**src/rtl/dac_cmd_pkg.sv**
```systemverilog
`timescale 1ns/1ps
package dac_cmd_pkg;
  typedef enum logic [2:0] {
    ST_IDLE, ST_ADDR, ST_CMD, ST_DHI, ST_DLO, ST_SKIP
  } frm_st_t;

  typedef struct packed {
    logic [1:0] vref;
    logic [1:0] pd;
    logic       gain;
  } dac_cfg_t;

  localparam logic [2:0] CMD_WR_ALL   = 3'b011;
  localparam logic [7:0] GEN_CALL_ADR = 8'h00;
endpackage

```
**src/rtl/dac_frame_fsm.sv**
```systemverilog
`timescale 1ns/1ps
module dac_frame_fsm
  import dac_cmd_pkg::*;
#(
  parameter int         DATA_W   = 8,
  parameter logic [6:0] DEV_ADDR = 7'h60
) (
  input  logic              clk,
  input  logic              rst,
  input  logic              start_i,
  input  logic              stop_i,
  input  logic              byte_vld_i,
  input  logic [7:0]        byte_i,
  input  logic              ack_fall_i,
  input  logic              ready_i,
  output logic              ack_o,
  output logic              commit_o,
  output logic              commit_all_o,
  output logic [DATA_W-1:0] code_o,
  output dac_cfg_t          cfg_o,
  output frm_st_t           state_o
);
  frm_st_t           st;
  logic              pend, all_q;
  logic [7:0]        hi_q;
  logic [DATA_W-1:0] code_nx;

  generate
    if (DATA_W > 8) begin : g_wide
      assign code_nx = {hi_q, byte_i[7 -: (DATA_W-8)]};
    end else begin : g_narrow
      assign code_nx = hi_q;
    end
  endgenerate

  always_ff @(posedge clk) begin
    if (rst) begin
      st     <= ST_IDLE;
      ack_o  <= 1'b0;
      pend   <= 1'b0;
      all_q  <= 1'b0;
      hi_q   <= '0;
      code_o <= '0;
      cfg_o  <= '0;
    end else if (start_i) begin
      st   <= ST_ADDR;
      pend <= 1'b0;
    end else if (stop_i) begin
      st   <= ST_IDLE;
      pend <= 1'b0;
    end else begin
      if (ack_fall_i) pend <= 1'b0;
      if (byte_vld_i) begin
        unique case (st)
          ST_ADDR: begin
            if (byte_i[7:1] == DEV_ADDR && !byte_i[0]) begin
              ack_o <= 1'b1;
              st    <= ST_CMD;
            end else begin
              ack_o <= ready_i && (byte_i == GEN_CALL_ADR ||
                                   byte_i[7:1] == DEV_ADDR);
              st    <= ST_SKIP;
            end
          end
          ST_CMD: begin
            if (byte_i[7] || (byte_i[7:5] == CMD_WR_ALL && !ready_i)) begin
              ack_o <= 1'b0;
              st    <= ST_SKIP;
            end else begin
              ack_o <= 1'b1;
              cfg_o <= dac_cfg_t'(byte_i[4:0]);
              all_q <= (byte_i[7:5] == CMD_WR_ALL);
              st    <= ST_DHI;
            end
          end
          ST_DHI: begin
            ack_o <= 1'b1;
            hi_q  <= byte_i;
            st    <= ST_DLO;
          end
          ST_DLO: begin
            ack_o  <= 1'b1;
            code_o <= code_nx;
            pend   <= 1'b1;
            st     <= ST_CMD;
          end
          default: ack_o <= 1'b0;
        endcase
      end
    end
  end

  assign commit_o     = pend && ack_fall_i && !start_i && !stop_i;
  assign commit_all_o = commit_o && all_q;
  assign state_o      = st;
endmodule

```
**src/rtl/dac_nv_timer.sv**
```systemverilog
`timescale 1ns/1ps
module dac_nv_timer #(
  parameter int BUSY_CYC = 1000
) (
  input  logic clk,
  input  logic rst,
  input  logic start_i,
  output logic ready_o
);
  localparam int CW = $clog2(BUSY_CYC + 1);
  logic [CW-1:0] cnt;

  always_ff @(posedge clk) begin
    if (rst)               cnt <= '0;
    else if (start_i)      cnt <= CW'(BUSY_CYC);
    else if (cnt != '0)    cnt <= cnt - CW'(1);
  end

  assign ready_o = (cnt == '0);
endmodule

```
**src/rtl/dac_reg_bank.sv**
```systemverilog
`timescale 1ns/1ps
module dac_reg_bank
  import dac_cmd_pkg::*;
#(
  parameter int DATA_W    = 8,
  parameter int INIT_CODE = 0,
  parameter int INIT_CFG  = 0
) (
  input  logic              clk,
  input  logic              rst,
  input  logic              wr_vol_i,
  input  logic              wr_nv_i,
  input  logic [DATA_W-1:0] code_i,
  input  dac_cfg_t          cfg_i,
  output logic [DATA_W-1:0] code_o,
  output dac_cfg_t          cfg_o
);
  logic [DATA_W-1:0] nv_code = DATA_W'(INIT_CODE);
  dac_cfg_t          nv_cfg  = dac_cfg_t'(INIT_CFG);

  always_ff @(posedge clk) begin
    if (wr_nv_i) begin
      nv_code <= code_i;
      nv_cfg  <= cfg_i;
    end
  end

  always_ff @(posedge clk) begin
    if (rst) begin
      code_o <= nv_code;
      cfg_o  <= nv_cfg;
    end else if (wr_vol_i) begin
      code_o <= code_i;
      cfg_o  <= cfg_i;
    end
  end
endmodule

```
**src/rtl/dac_cmd_ctrl.sv**
```systemverilog
`timescale 1ns/1ps
module dac_cmd_ctrl
  import dac_cmd_pkg::*;
#(
  parameter int         DATA_W    = 8,
  parameter logic [6:0] DEV_ADDR  = 7'h60,
  parameter int         BUSY_CYC  = 1000,
  parameter int         INIT_CODE = 0,
  parameter int         INIT_CFG  = 0
) (
  input  logic              clk,
  input  logic              rst,
  input  logic              start_i,
  input  logic              stop_i,
  input  logic              byte_vld_i,
  input  logic [7:0]        byte_i,
  input  logic              ack_fall_i,
  output logic              ack_o,
  output logic [DATA_W-1:0] dac_code_o,
  output logic [1:0]        vref_o,
  output logic [1:0]        pd_o,
  output logic              gain_o,
  output logic              ready_o
);
  logic              commit_w, commit_all_w;
  logic [DATA_W-1:0] new_code;
  dac_cfg_t          new_cfg, cur_cfg;
  frm_st_t           st_w;

  dac_frame_fsm #(.DATA_W(DATA_W), .DEV_ADDR(DEV_ADDR)) u_fsm (
    .clk(clk), .rst(rst), .start_i(start_i), .stop_i(stop_i),
    .byte_vld_i(byte_vld_i), .byte_i(byte_i), .ack_fall_i(ack_fall_i),
    .ready_i(ready_o), .ack_o(ack_o), .commit_o(commit_w),
    .commit_all_o(commit_all_w), .code_o(new_code), .cfg_o(new_cfg),
    .state_o(st_w)
  );

  dac_nv_timer #(.BUSY_CYC(BUSY_CYC)) u_timer (
    .clk(clk), .rst(rst), .start_i(commit_all_w), .ready_o(ready_o)
  );

  dac_reg_bank #(.DATA_W(DATA_W), .INIT_CODE(INIT_CODE), .INIT_CFG(INIT_CFG)) u_bank (
    .clk(clk), .rst(rst), .wr_vol_i(commit_w), .wr_nv_i(commit_all_w),
    .code_i(new_code), .cfg_i(new_cfg), .code_o(dac_code_o), .cfg_o(cur_cfg)
  );

  assign vref_o = cur_cfg.vref;
  assign pd_o   = cur_cfg.pd;
  assign gain_o = cur_cfg.gain;
endmodule

```
**config.mk**
```make
export PLATFORM = sky130hd
export DESIGN_NAME = dac_cmd_ctrl
export DESIGN_NICKNAME = d
export VERILOG_FILES = /design/src/rtl/dac_cmd_pkg.sv /design/src/rtl/dac_frame_fsm.sv /design/src/rtl/dac_nv_timer.sv /design/src/rtl/dac_reg_bank.sv /design/src/rtl/dac_cmd_ctrl.sv
export SDC_FILE = /design/constraint.sdc
export NUM_CORES = 1
export LEC_CHECK = 0
export BUFFER_PORTS_ARGS = -buffer_cell sky130_fd_sc_hd__buf_2
export CAP_MARGIN = 20
export CORE_UTILIZATION = 55
export CTS_BUF_LIST = sky130_fd_sc_hd__clkbuf_8
export CTS_CLUSTER_SIZE = 20
export DETAILED_ROUTE_END_ITERATION = 10
export PLACE_DENSITY_LB_ADDON = 0.25
export SYNTH_ARGS = -nofsm -noshare
export SYNTH_HDL_FRONTEND = slang
export SYNTH_SLANG_ARGS = --single-unit
```
**constraint.sdc**
```tcl
create_clock -name clk -period 4.3 [get_ports clk]
set_clock_uncertainty 0.05 [all_clocks]
set_input_delay 0.43 -clock clk [delete_from_list [all_inputs] [get_ports clk]]
set_output_delay 0.43 -clock clk [all_outputs]
set_load 0.02 [all_outputs]
```
## After elaboration in Yosys (flattened, before gate mapping)

Cells that the tools add are included.

- $add $sub $neg: 1
- Eq/ne operators: 6
- Multiplexer cells: 18
- Bitwise operators: 3
- Reduce and logical (&&, ||, !) cells: 30

Operators with widths:

| cell | count |
|---|---|
| $mux 10 | 2 |
| $mux 8 | 2 |
| $pmux 3 s4 | 1 |
| $logic_not 10->1 | 1 |
| $mux 5 | 2 |
| $reduce_bool 10->1 | 1 |
| $sub 10x1->10 const B | 1 |
| $eq 3x2->1 const B | 3 |
| $logic_not 8->1 | 1 |
| $mux 1 | 8 |
| $reduce_and 4->1 | 2 |
| $eq 7x7->1 const B | 1 |
| $logic_and 1x1->1 | 7 |
| $mux 3 | 2 |
| $reduce_bool 6->1 | 1 |
| $reduce_and 5->1 | 1 |
| $logic_not 1->1 | 4 |
| $reduce_and 2->1 | 2 |
| $reduce_bool 2->1 | 2 |
| $reduce_bool 4->1 | 1 |
| $reduce_or 2->1 | 2 |
| $eq 3x1->1 const B | 1 |
| $eq 3x3->1 const B | 1 |
| $not 1->1 | 3 |
| 5 further kinds | 6 |

- Register bits after elaboration: 63
- Output and inout port bits: 15

## Depth between registers and ports, before layout

Gate-level depths: netlist of run 1.

- Depth after elaboration: 9
- Gate-level depth with buffers: 8
- Mapped depth without buffers: 7

## By module

A second synthesis of run 1 with hierarchy kept.

- Cells, all modules: 236
- Area total of the unflattened synthesis: 2696.3 sq um

Modules (own cells, without submodules):

| module | times used | cells an instance | area each (sq um) |
|---|---|---|---|
| dac_frame_fsm | 1 | 131 | 1201.2 |
| dac_reg_bank | 1 | 41 | 944.7 |
| dac_nv_timer | 1 | 64 | 550.5 |

## Least setup slack after synthesis of run 1

OpenSTA, ideal clock, no wires.

- Path type: reg-to-reg
- Start: reg u_timer.cnt[0]
- End: reg u_fsm.all_q
- Setup time: 0.123 ns
- Arrival: 1.922 ns
- Data required time: 4.127 ns
- Slack: 2.205 ns
- Stages on the path, launching flop included: 9
- Clock period less this slack: 2.095 ns
- Cells stage by stage: dfxtp_1 inv_1 ha_1 nor3b_2 nand3_1 inv_2 o2111a_1 buf_4 mux2_1

- Word-level cells in the longest chain between the ends: 6

RTL lines:

| what | line | RTL |
|---|---|---|
| start, declared | dac_nv_timer.sv:11 | `logic [CW-1:0] cnt;` |
| start signal, assigned | dac_nv_timer.sv:15 | `else if (start_i) cnt <= CW'(BUSY_CYC);` |
| start signal, assigned | dac_nv_timer.sv:16 | `else if (cnt != '0) cnt <= cnt - CW'(1);` |
| $logic_not 10->1 | dac_nv_timer.sv:19 | `assign ready_o = (cnt == '0);` |
| named net ready_o | dac_cmd_ctrl.sv:23 | `output logic ready_o` |
| $logic_not 1->1 | dac_frame_fsm.sv:66 | `if (byte_i[7] \|\| (byte_i[7:5] == CMD_WR_ALL && !ready_i)) begin` |
| $logic_and 1x1->1 | dac_frame_fsm.sv:66 |  |
| $logic_or 1x1->1 | dac_frame_fsm.sv:66 |  |
| $not 1->1 (no source line) | - |  |
| $reduce_and 5->1 (no source line) | - |  |
| end signal, assigned | dac_frame_fsm.sv:72 | `all_q <= (byte_i[7:5] == CMD_WR_ALL);` |
| end, declared | dac_frame_fsm.sv:24 | `logic pend, all_q;` |

The timed path passes the listed nets, and every way through them passes these cells.
A chain may end at the register's enable or synchronous reset.

## Worst setup path after layout of run 1

- Start: reg u_timer.cnt[0]
- End: out ready_o

- Word-level cells in the longest chain between the ends: 1

RTL lines:

| what | line |
|---|---|
| $logic_not 10->1 | dac_nv_timer.sv:19 |
| end, declared | dac_cmd_ctrl.sv:23 |

No other way between the ends.

==> results of run 1 <==
==> per-layer routing <==
layer  vias up  wire length [um]
li1        919                 -
met1       869              2270
met2        52              2100
met3         9               227
met4         0               103
met5         -                 0
==> power groups by stage <==
stage | registers, uW | clock network, uW | logic [uW]
after detailed placement | 697 | 0 | 253
after CTS | 684 | 485 | 253
after global placement | 696 | 0 | 250
final | 685 | 477 | 252
after global routing | 691 | 509 | 285
after floorplan | 693 | 0 | 199
==> through the flow <==
step	util (%)	hold WS, ps
after floorplan	-	358
after global placement	62.3	362
after detailed placement	62.3	365
after CTS	66.3	298
after global routing	66.3	315
final	66.3	303
==> cell type report <==
class / count / area, um^2
fillers: 370 / 1520
clock inverters: 7 / 58.8
repair buffers: 28 / 140
clock buffers: 9 / 124
flip-flops and latches: 63 / 1520
inverters: 8 / 30.0
well taps: 52 / 65.1
multi-input cells: 153 / 1050
==> sequential cells by signal, summed over array words and instances, names as in the netlist <==
register and flops:
u_fsm.cfg_o 5, u_fsm.pend 1, u_bank.nv_cfg 5, u_fsm.state_o 3, u_bank.code_o 8, u_bank.nv_code 8, u_fsm.code_o 8, u_timer.cnt 10
u_fsm.code_nx 8, u_fsm.ack_o 1, u_bank.cfg_o 5, u_fsm.all_q 1
==> worst max-delay path by stage <==
stage,start,cells after the start,endpoint
6_report,u_timer.cnt[0]$_SDFFE_PP0P_,6,ready_o
5_1_grt,u_timer.cnt[0]$_SDFFE_PP0P_,6,ready_o
4_1_cts,u_timer.cnt[0]$_SDFFE_PP0P_,6,ready_o
3_5_place_dp,u_timer.cnt[0]$_SDFFE_PP0P_,7,u_fsm.all_q$_SDFFE_PP0P_
3_3_place_gp,u_timer.cnt[0]$_SDFFE_PP0P_,7,u_fsm.all_q$_SDFFE_PP0P_
2_1_floorplan,u_timer.cnt[0]$_SDFFE_PP0P_,8,u_fsm.all_q$_SDFFE_PP0P_
==> cells by family (layout without fill, tap and decap cells) <==
family          Yosys count  after routing  share of synthesized area [%]
compound gates           33             33                           8.87
xor+xnor                  2              2                          0.657
simple gates             85             85                           16.9
buf+inv                  19             52                           3.57
flops                    63             63                           57.1
fa+ha+maj                 1              1                          0.469
mux                      32             32                           12.4
==> critical path, cell delays in order (launching register included) <==
cell,delay (ps)
dfxtp_1,320
inv_1,100
ha_1,200
nor3b_2,380
nand3_1,260
inv_2,180
buf_2,190
==> cell usage in the layout (no fill, tap or decap), types with 2 or more instances in the layout <==
| cell | n |
|---|---|
| a211oi_1 | 3 |
| clkinv_2 | 2 |
| a311oi_1 | 2 |
| or4_4 | 2 |
| mux2_2 | 2 |
| dfxtp_1 | 37 |
| clkbuf_8 | 9 |
| mux2i_1 | 23 |
| nand2b_1 | 4 |
| mux2_1 | 7 |
| inv_2 | 2 |
| or4_1 | 3 |
| inv_1 | 7 |
| a31oi_1 | 3 |
| buf_2 | 28 |
| nor2_1 | 23 |
| o2111a_1 | 2 |
| xnor2_1 | 2 |
| nand2_1 | 27 |
| nand3b_1 | 2 |
| edfxtp_1 | 26 |
| nor2b_1 | 4 |
| clkinv_1 | 2 |
| and4_1 | 2 |
| a21oi_1 | 8 |
| nor3_1 | 6 |
| o21ai_0 | 3 |
| nand3_1 | 2 |
| o21a_1 | 2 |
| o31ai_1 | 2 |
==> summary.md, run 1 <==
| Metric | Value |
|---|---|
| Top FF cell, synth | dfxtp_1 |
| Initial core utilization | 59.2% |
| Most common cell in the netlist | dfxtp_1 |
| Netlist cell types | 52 |
| RSZ-0062 raised after global routing | no |
| Area growth syn-to-layout | 12.1% |
| NumNets Final | 278 |
| Remaining routing DRC violations | 0 |
| Top cells by count, synth | dfxtp_1 (37), nand2_1 (27), edfxtp_1 (26) |
| Post-synth top area share | 29.3% |
| Final Cell Area | 2990 um^2 |
| ANT cells | 0 |
| Crit path required time | 3820 ps |
| Post CTS Setup Buffer Count | 0 |
| Setup WS pre-CTS | 1960 ps |
| Grt met3 use | 4.64% |
| Tcrit/Tclk final | 56.7% |
| GRT Total Usage | 20.8% |
| Post-cts sizing count | 0 |
| Worst slew pin tran | 814 ps |
| RR Endpoint | u_fsm.all_q$_SDFFE_PP0P_ |
| Final non-filler cell total | 320 |
| Clk pwr share | 33.7% |
| Most used routing layer in global routing | met2 |
| Hold Path Origin | start_i |
| Number of global-route vias before repair | 1729 |
| Post-route setup slack | 1860 ps |
| Chip Height | 71.6 um |
| Seq/Total Area, Yosys | 57.1% |
| Worst VDD drop | 0.313 mV |
| Via Count | 1849 |
| Row count | 24 |
| Reg2reg setup slack | 1940 ps |
| Clock latency on the worst-skew pair | 340 ps |
| Reg2reg start | u_timer.cnt[0]$_SDFFE_PP0P_ |
| Post-synth EDFFs | 26 |
| Drt wl/cell | 14.7 um |
| M2 GR Usage | 29.0% |
| Slew margin rel. | 45.7% |
| Vias per cell | 5.78 |
| Leakage | 0.00126 uW |
| Core ar. | 4500 um^2 |
| Sw frac | 27.6% |
| Combinational Power Share | 17.8% |
| Max cap viols | 0 |
| Worst Path Arrival | 1960 ps |
| Placed Area | 2810 um^2 |
| Hold Path Sink | u_fsm.state_o[0]$_SDFFE_PP0P_ |
| Post-route ant nets | 0 |
| Internal power | 1020 uW |
| Clock sinks | 63 |
| # H-tree levels | 3 |
| Net Sw Power | 390 uW |
| Status | complete, no violations |
| Initial antenna violation count | 0 |
| Slew Limit Fails | 0 |
| Kind of critical path | flop to primary output |
| Final setup vio count | 0 |
| TritonCTS buffer count | 9 |
| Hold buffer count at cts | 0 |
| Hold Crit Class | primary input to flop |
| Final hold violations | 0 |
| CTS Buffer Depth | 2 |
| Fmax | 410 MHz |
| Fraction of layout cells with a size suffix above 1 | 19.0% |
| Synth area leader | edfxtp_1 |
| Largest net degree at the start of global routing | 44 |
| TritonCTS clock tree | yes |
| Syn Inst Count | 235 |
| Clk pin slew, worst setup/hold paths | 60 ps |
| Initial DRC count | 116 |
| IO buf count | 28 |
| Period minus WS final | 2440 ps |
| FF+latch count, synth | 63 |
| Sequential share of power | 48.5% |
| Post-Syn Nets | 250 |
| HPWL after detailed placement | 3140 um |
| Die area | 5130 um^2 |
| Setup TNS | 0 ps |
| GR Overflow Total | 0 |
| Crit path max fanout | 7 |
| Tot Pwr | 1410 uW |
| Cells after DPL | 304 |
| Met1 usage | 29.0% |
| Clock root buffer | clkbuf_8 |
| Worst Setup Start Kind | flop |
| Die width | 71.6 um |
| Routability Congestion | 0.830 |
| Synth Cell Area | 2670 um^2 |
| Ys async rst share | 0% |
| Io pins | 29 |
| Synth top area cells | edfxtp_1 (29%), dfxtp_1 (28%), mux2i_1 (8.6%) |
| Syn avg cell area | 11.3 um^2 |
| Power per cell area | 473 nW/um^2 |
| Worst R2R Path Depth | 7 |
| Crit. End Element | primary output |
| Total iterations of the first detailed-routing run | 4 |
| Synth warn | 0 |
| First-pass GRT wire length | 7980 um |
| Worst Hold Depth | 2 |
| Final WL | 4700 um |
Power figures use the tool's default switching activity.
==> run 2: changes to the inputs <==
ABC_AREA = 1   (was unset)
CORE_UTILIZATION = 54   (was 55)
clock period = 2.1 ns   (was 4.3 ns; I/O delays follow)
==> summary.md, run 2 <==
| Metric | Value |
|---|---|
| # H-tree levels | 3 |
| Power per cell area | 1060 nW/um^2 |
| Row count | 25 |
| Most common cell after layout, fill and taps aside | nand2_1 |
| Worst R2R Path Depth | 10 |
| Synth area leader | edfxtp_1 |
| Syn avg cell area | 8.78 um^2 |
| Chip Height | 72.4 um |
| Io pins | 29 |
| Synth Cell Area | 2680 um^2 |
| Hold Path Origin | start_i |
| FF+latch count, synth | 63 |
| Via Count | 2043 |
| Post-synth top area share | 29.1% |
| Post-route setup slack | 217 ps |
| Remaining routing DRC violations | 0 |
| Post-route ant nets | 0 |
| Initial antenna violation count | 0 |
| TritonCTS clock tree | yes |
| Die area | 5250 um^2 |
| Kind of critical path | flop to primary output |
| Clk pin slew, worst setup/hold paths | 70 ps |
| Final setup vio count | 0 |
| HPWL after detailed placement | 3360 um |
| Multi-input logic area | 993 um^2 |
| Slew margin rel. | 62.1% |
| CTS Buffer Depth | 2 |
| Largest register FFs | 10 |
| Most used routing layer in global routing | met2 |
| Post-Syn Nets | 320 |
| First-pass GRT wire length | 8510 um |
| Syn Inst Count | 305 |
| Area growth syn-to-layout | 14.8% |
| Hold Path Sink | u_fsm.state_o[0]$_SDFFE_PP0P_ |
| M2 GR Usage | 32.7% |
| Period minus WS final | 1880 ps |
| Final hold violations | 0 |
| Final WL | 4910 um |
| Number of global-route vias before repair | 1934 |
| Hold Crit Class | primary input to flop |
| Seq/Total Area, Yosys | 56.8% |
| Core ar. | 4750 um^2 |
| Leakage | 0.00140 uW |
| Tot Pwr | 3250 uW |
| Register Area | 1520 um^2 |
| Vias per cell | 4.96 |
| Tcrit/Tclk final | 89.7% |
| Drt wl/cell | 11.9 um |
| Setup WS pre-CTS | 471 ps |
| Critical Path Stages | 7 |
| CP max stage delay | 310 ps |
| Netlist cell types | 34 |
| Crit path required time | 1840 ps |
| Fraction of layout cells with a size suffix above 1 | 20.6% |
| Hold buffer count at cts | 0 |
| Routability Congestion | 0.852 |
| IO buf count | 28 |
| Cell type group with the largest total delay on the critical path | simple AND/OR/NAND/NOR gates |
| Reg2reg start | u_timer.cnt[0]$_SDFFE_PP0P_ |
| Worst Hold Depth | 3 |
| Met1 usage | 29.0% |
| Clock sinks | 63 |
| Worst VDD drop | 0.498 mV |
| GR Overflow Total | 0 |
| Worst Path Arrival | 1620 ps |
| Post CTS Setup Buffer Count | 0 |
| RSZ-0062 raised after global routing | no |
| NumNets Final | 355 |
| Fillcell total | 441 |
| CP Buf/Inv Count | 3 |
| Top cells by count, synth | nand2_1 (67), nor2_1 (55), dfxtp_1 (37) |
| Largest net degree at the start of global routing | 37 |
| GRT Total Usage | 21.8% |
| Slew Limit Fails | 0 |
| Synth top area cells | edfxtp_1 (29%), dfxtp_1 (28%), nand2_1 (9.4%) |
| Synth warn | 0 |
| CP Cell Sequence | inv_1 -> ha_1 -> nand2_2 -> nor2_4 -> nand3_4 -> inv_2 -> buf_2 |
| Post-synth EDFFs | 26 |
| Post-cts sizing count | 0 |
| Critical path's slowest cell | dfxtp_1 |
| Most common cell in the netlist | nand2_1 |
| ANT cells | 0 |
| Setup TNS | 0 ps |
| Crit. End Element | primary output |
| Ys async rst share | 0% |
| Clock root buffer | clkbuf_8 |
| Crit path max fanout | 13 |
| Status | complete, no violations |
| Initial DRC count | 150 |
| Fmax | 531 MHz |
| Worst Setup Start Kind | flop |
| RR Endpoint | u_fsm.cfg_o[1]$_SDFFE_PP0P_ |
| TritonCTS buffer count | 9 |
| Largest Register | u_timer.cnt |
| Worst slew pin tran | 567 ps |
| Grt met3 use | 4.58% |
| Max cap viols | 0 |
| Top FF cell, synth | dfxtp_1 |
| Initial core utilization | 56.3% |
| Reg2reg setup slack | 450 ps |
| Total iterations of the first detailed-routing run | 4 |
| Clock latency on the worst-skew pair | 340 ps |
| Most frequent cells in the layout | nand2_1 (67), nor2_1 (55), dfxtp_1 (37) |
| Die width | 72.4 um |
[run 2: cell types whose count changed after synthesis, moves of 5 or more]
cell,change
nand2_1,+40
inv_2,+6
nand3_1,+6
mux2_1,-7
o21ai_0,+20
nor2_1,+32
inv_1,+16
o21ai_1,+5
a21oi_1,+9
mux2i_1,-23
[run 2: layout make-up]
cell class | instances | area share [%]
clock buffers | 9 | 4.03
clock inverters | 7 | 2.36
inverters | 31 | 3.82
multi-input cells | 204 | 32.3
flip-flops and latches | 63 | 49.5
well taps | 67 | 2.73
repair buffers | 31 | 5.29
[run 2: worst max path at each step]
stage	start	end	slack, ps
after floorplan	u_timer.cnt[0]$_SDFFE_PP0P_	u_timer.cnt[9]$_SDFFE_PP0P_	630
after global placement	u_timer.cnt[0]$_SDFFE_PP0P_	u_fsm.all_q$_SDFFE_PP0P_	550
after detailed placement	u_timer.cnt[0]$_SDFFE_PP0P_	u_fsm.all_q$_SDFFE_PP0P_	470
after CTS	u_timer.cnt[0]$_SDFFE_PP0P_	ready_o	200
after global routing	u_timer.cnt[0]$_SDFFE_PP0P_	ready_o	70
final	u_timer.cnt[0]$_SDFFE_PP0P_	ready_o	220
[run 2: routing by layer]
metal	wire length, um	vias to the layer above
met5	0	-
met4	91	0
met3	181	8
met2	2220	50
met1	2410	922
li1	-	1063
[run 2: worst reg2reg max path: cells and delay by family (launching register included)]
kind	cells	cell delay, ps
AND/OR/NAND/NOR	6	760
flip-flops	1	310
buffers and inverters	2	190
adder cells (fa/ha/maj)	1	180
AO/OA/AOI/OAI	1	90
[run 2: power by group]
group          internal, uW  switching [uW]
Combinational           285             494
Sequential             1360            71.1
Clock                   547             488
[run 2: cells by family after synthesis]
family | count (synthesis) | share of synthesized area (%)
XOR/XNOR | 2 | 0.654
AND/OR/NAND/NOR | 152 | 26.5
flip-flops | 63 | 56.8
AO/OA/AOI/OAI | 49 | 9.43
adder cells (fa/ha/maj) | 1 | 0.467
buffers and inverters | 38 | 6.12
[run 2: stage by stage]
stage          cell area [um^2]  hold slack [ps]  utilization, %  std cells
2_1_floorplan              2680              295               -        305
3_5_place_dp               2880              394            60.6        396
6_report                   3080             98.1            64.7        412
3_3_place_gp               2880              388            60.6        396
4_1_cts                    3080             86.1            64.7        412
5_1_grt                    3080              115            64.7        412
==> run 3: changes to the inputs <==
PLACE_DENSITY = 0.86   (was unset)
PLACE_DENSITY_LB_ADDON = unset   (was 0.25)
==> summary.md, run 3 (synthesized netlist as in run 2, its figures left out) <==
| Metric | Value |
|---|---|
| Worst Hold Depth | 4 |
| Fraction of layout cells with a size suffix above 1 | 20.1% |
| Largest net degree at the start of global routing | 37 |
| CTS Buffer Depth | 2 |
| Total iterations of the first detailed-routing run | 4 |
| Tcrit/Tclk final | 89.1% |
| Crit path required time | 1840 ps |
| Placed Area | 2870 um^2 |
| Leakage | 0.00142 uW |
| Initial core utilization | 56.3% |
| Fillcell total | 416 |
| Post-route ant nets | 0 |
| Post-route setup slack | 229 ps |
| Chip Height | 72.4 um |
| Initial DRC count | 160 |
| Hold WS | 107 ps |
| Tot Pwr | 3230 uW |
| Most common cell after layout, fill and taps aside | nand2_1 |
| Clock root buffer | clkbuf_8 |
| NumNets Final | 354 |
| Io pins | 29 |
| GRT Total Usage | 19.6% |
| Most used routing layer in global routing | met2 |
| Die area | 5250 um^2 |
| Largest register FFs | 10 |
| RR Endpoint | u_fsm.cfg_o[3]$_SDFFE_PP0P_ |
| Most frequent cells in the layout | nand2_1 (67), nor2_1 (55), dfxtp_1 (37) |
| Slew Limit Fails | 0 |
| HPWL after detailed placement | 3180 um |
| Period minus WS final | 1870 ps |
| Reg2reg setup slack | 480 ps |
| Crit. End Element | primary output |
| Hold Crit Class | primary input to flop |
| Clock latency on the worst-skew pair | 330 ps |
| ANT cells | 0 |
| Slew margin rel. | 68.1% |
| Post-cts sizing count | 0 |
| Routability Congestion | 0.902 |
| CP Cell Sequence | inv_1 -> ha_1 -> nand2_2 -> nor2_4 -> nand3_4 -> inv_2 -> buf_2 |
| Max cap viols | 0 |
| First-pass GRT wire length | 7760 um |
| Critical path's slowest cell | dfxtp_1 |
| TritonCTS clock tree | yes |
| Via Count | 1987 |
| Die width | 72.4 um |
| Met1 usage | 26.4% |
| Worst Setup Start Kind | flop |
| Setup TNS | 0 ps |
| Final hold violations | 0 |
| Kind of critical path | flop to primary output |
| Number of global-route vias before repair | 1788 |
| Post CTS Setup Buffer Count | 0 |
| CP max stage delay | 310 ps |
| Clk pin slew, worst setup/hold paths | 60 ps |
| Status | complete, no violations |
| TritonCTS buffer count | 9 |
| Area growth syn-to-layout | 14.7% |
| Worst slew pin tran | 477 ps |
| Core ar. | 4750 um^2 |
| Worst R2R Path Depth | 10 |
| Worst VDD drop | 0.475 mV |
| Largest Register | u_timer.cnt |
| Drt wl/cell | 11.0 um |
| Grt met3 use | 6.81% |
| Initial antenna violation count | 0 |
| Hold Path Sink | u_fsm.pend$_SDFF_PP0_ |
| Hold buffer count at cts | 0 |
| Final WL | 4510 um |
| Final Cell Area | 3070 um^2 |
| Final setup vio count | 0 |
| Hold Path Origin | ack_fall_i |
| Vias per cell | 4.83 |
| RSZ-0062 raised after global routing | no |
| Crit path max fanout | 13 |
| Setup WS pre-CTS | 477 ps |
| Clock sinks | 63 |
| # H-tree levels | 3 |
| Row count | 25 |
| GR Overflow Total | 0 |
| M2 GR Usage | 29.0% |
| Remaining routing DRC violations | 0 |
| IO buf count | 28 |
| Worst Path Arrival | 1610 ps |
| Reg2reg start | u_timer.cnt[0]$_SDFFE_PP0P_ |
| Fmax | 534 MHz |
| Power per cell area | 1050 nW/um^2 |
## run 3: area by class of cell
cell class | instances | area (um^2) | share of cell area, %
clock inverters | 5 | 50.0 | 1.63
clock buffers | 11 | 151 | 4.93
flip-flops and latches | 63 | 1520 | 49.5
repair buffers | 30 | 155 | 5.05
inverters | 31 | 118 | 3.83
well taps | 67 | 83.8 | 2.73
multi-input cells | 204 | 993 | 32.3
## run 3: stage by stage
stage | std cells | util (%)
after global routing | 411 | 64.6
after CTS | 411 | 64.6
after global placement | 395 | 60.4
after floorplan | 305 | -
after detailed placement | 395 | 60.4
final | 411 | 64.6
## run 3: per-layer routing
metal / share of wire, % / wire length [um] / vias to the layer above
met5: 0 / 0 / -
met4: 0.91 / 41 / 0
met3: 4.6 / 208 / 4
met2: 44 / 1980 / 46
met1: 50 / 2270 / 877
li1: - / - / 1060
## run 3: how the worst max path moves through the flow
stage | startpoint | to | slack, ps | cells after the start
finish | u_timer.cnt[0]$_SDFFE_PP0P_ | ready_o | 230 | 7
global route | u_timer.cnt[0]$_SDFFE_PP0P_ | ready_o | 80 | 7
CTS | u_timer.cnt[0]$_SDFFE_PP0P_ | ready_o | 210 | 7
global placement | u_timer.cnt[0]$_SDFFE_PP0P_ | u_fsm.all_q$_SDFFE_PP0P_ | 550 | 9
floorplan | u_timer.cnt[0]$_SDFFE_PP0P_ | u_timer.cnt[9]$_SDFFE_PP0P_ | 630 | 10
detailed placement | u_timer.cnt[0]$_SDFFE_PP0P_ | u_fsm.cfg_o[3]$_SDFFE_PP0P_ | 480 | 10
## run 3: critical path, delay by kind of cell, from the launching register on
| family | cells | cell delay (ps) |
|---|---|---|
| flip-flops | 1 | 310 |
| adder cells (fa/ha/maj) | 1 | 180 |
| AND/OR/NAND/NOR | 3 | 420 |
| buffers and inverters | 3 | 380 |
## run 3: report_power, final
group	leakage [uW]	internal, uW	switching [uW]
clock	0.000108	602	428
combinational	0.000724	284	486
sequential	0.000590	1360	68.7
total	0.00142	2250	983
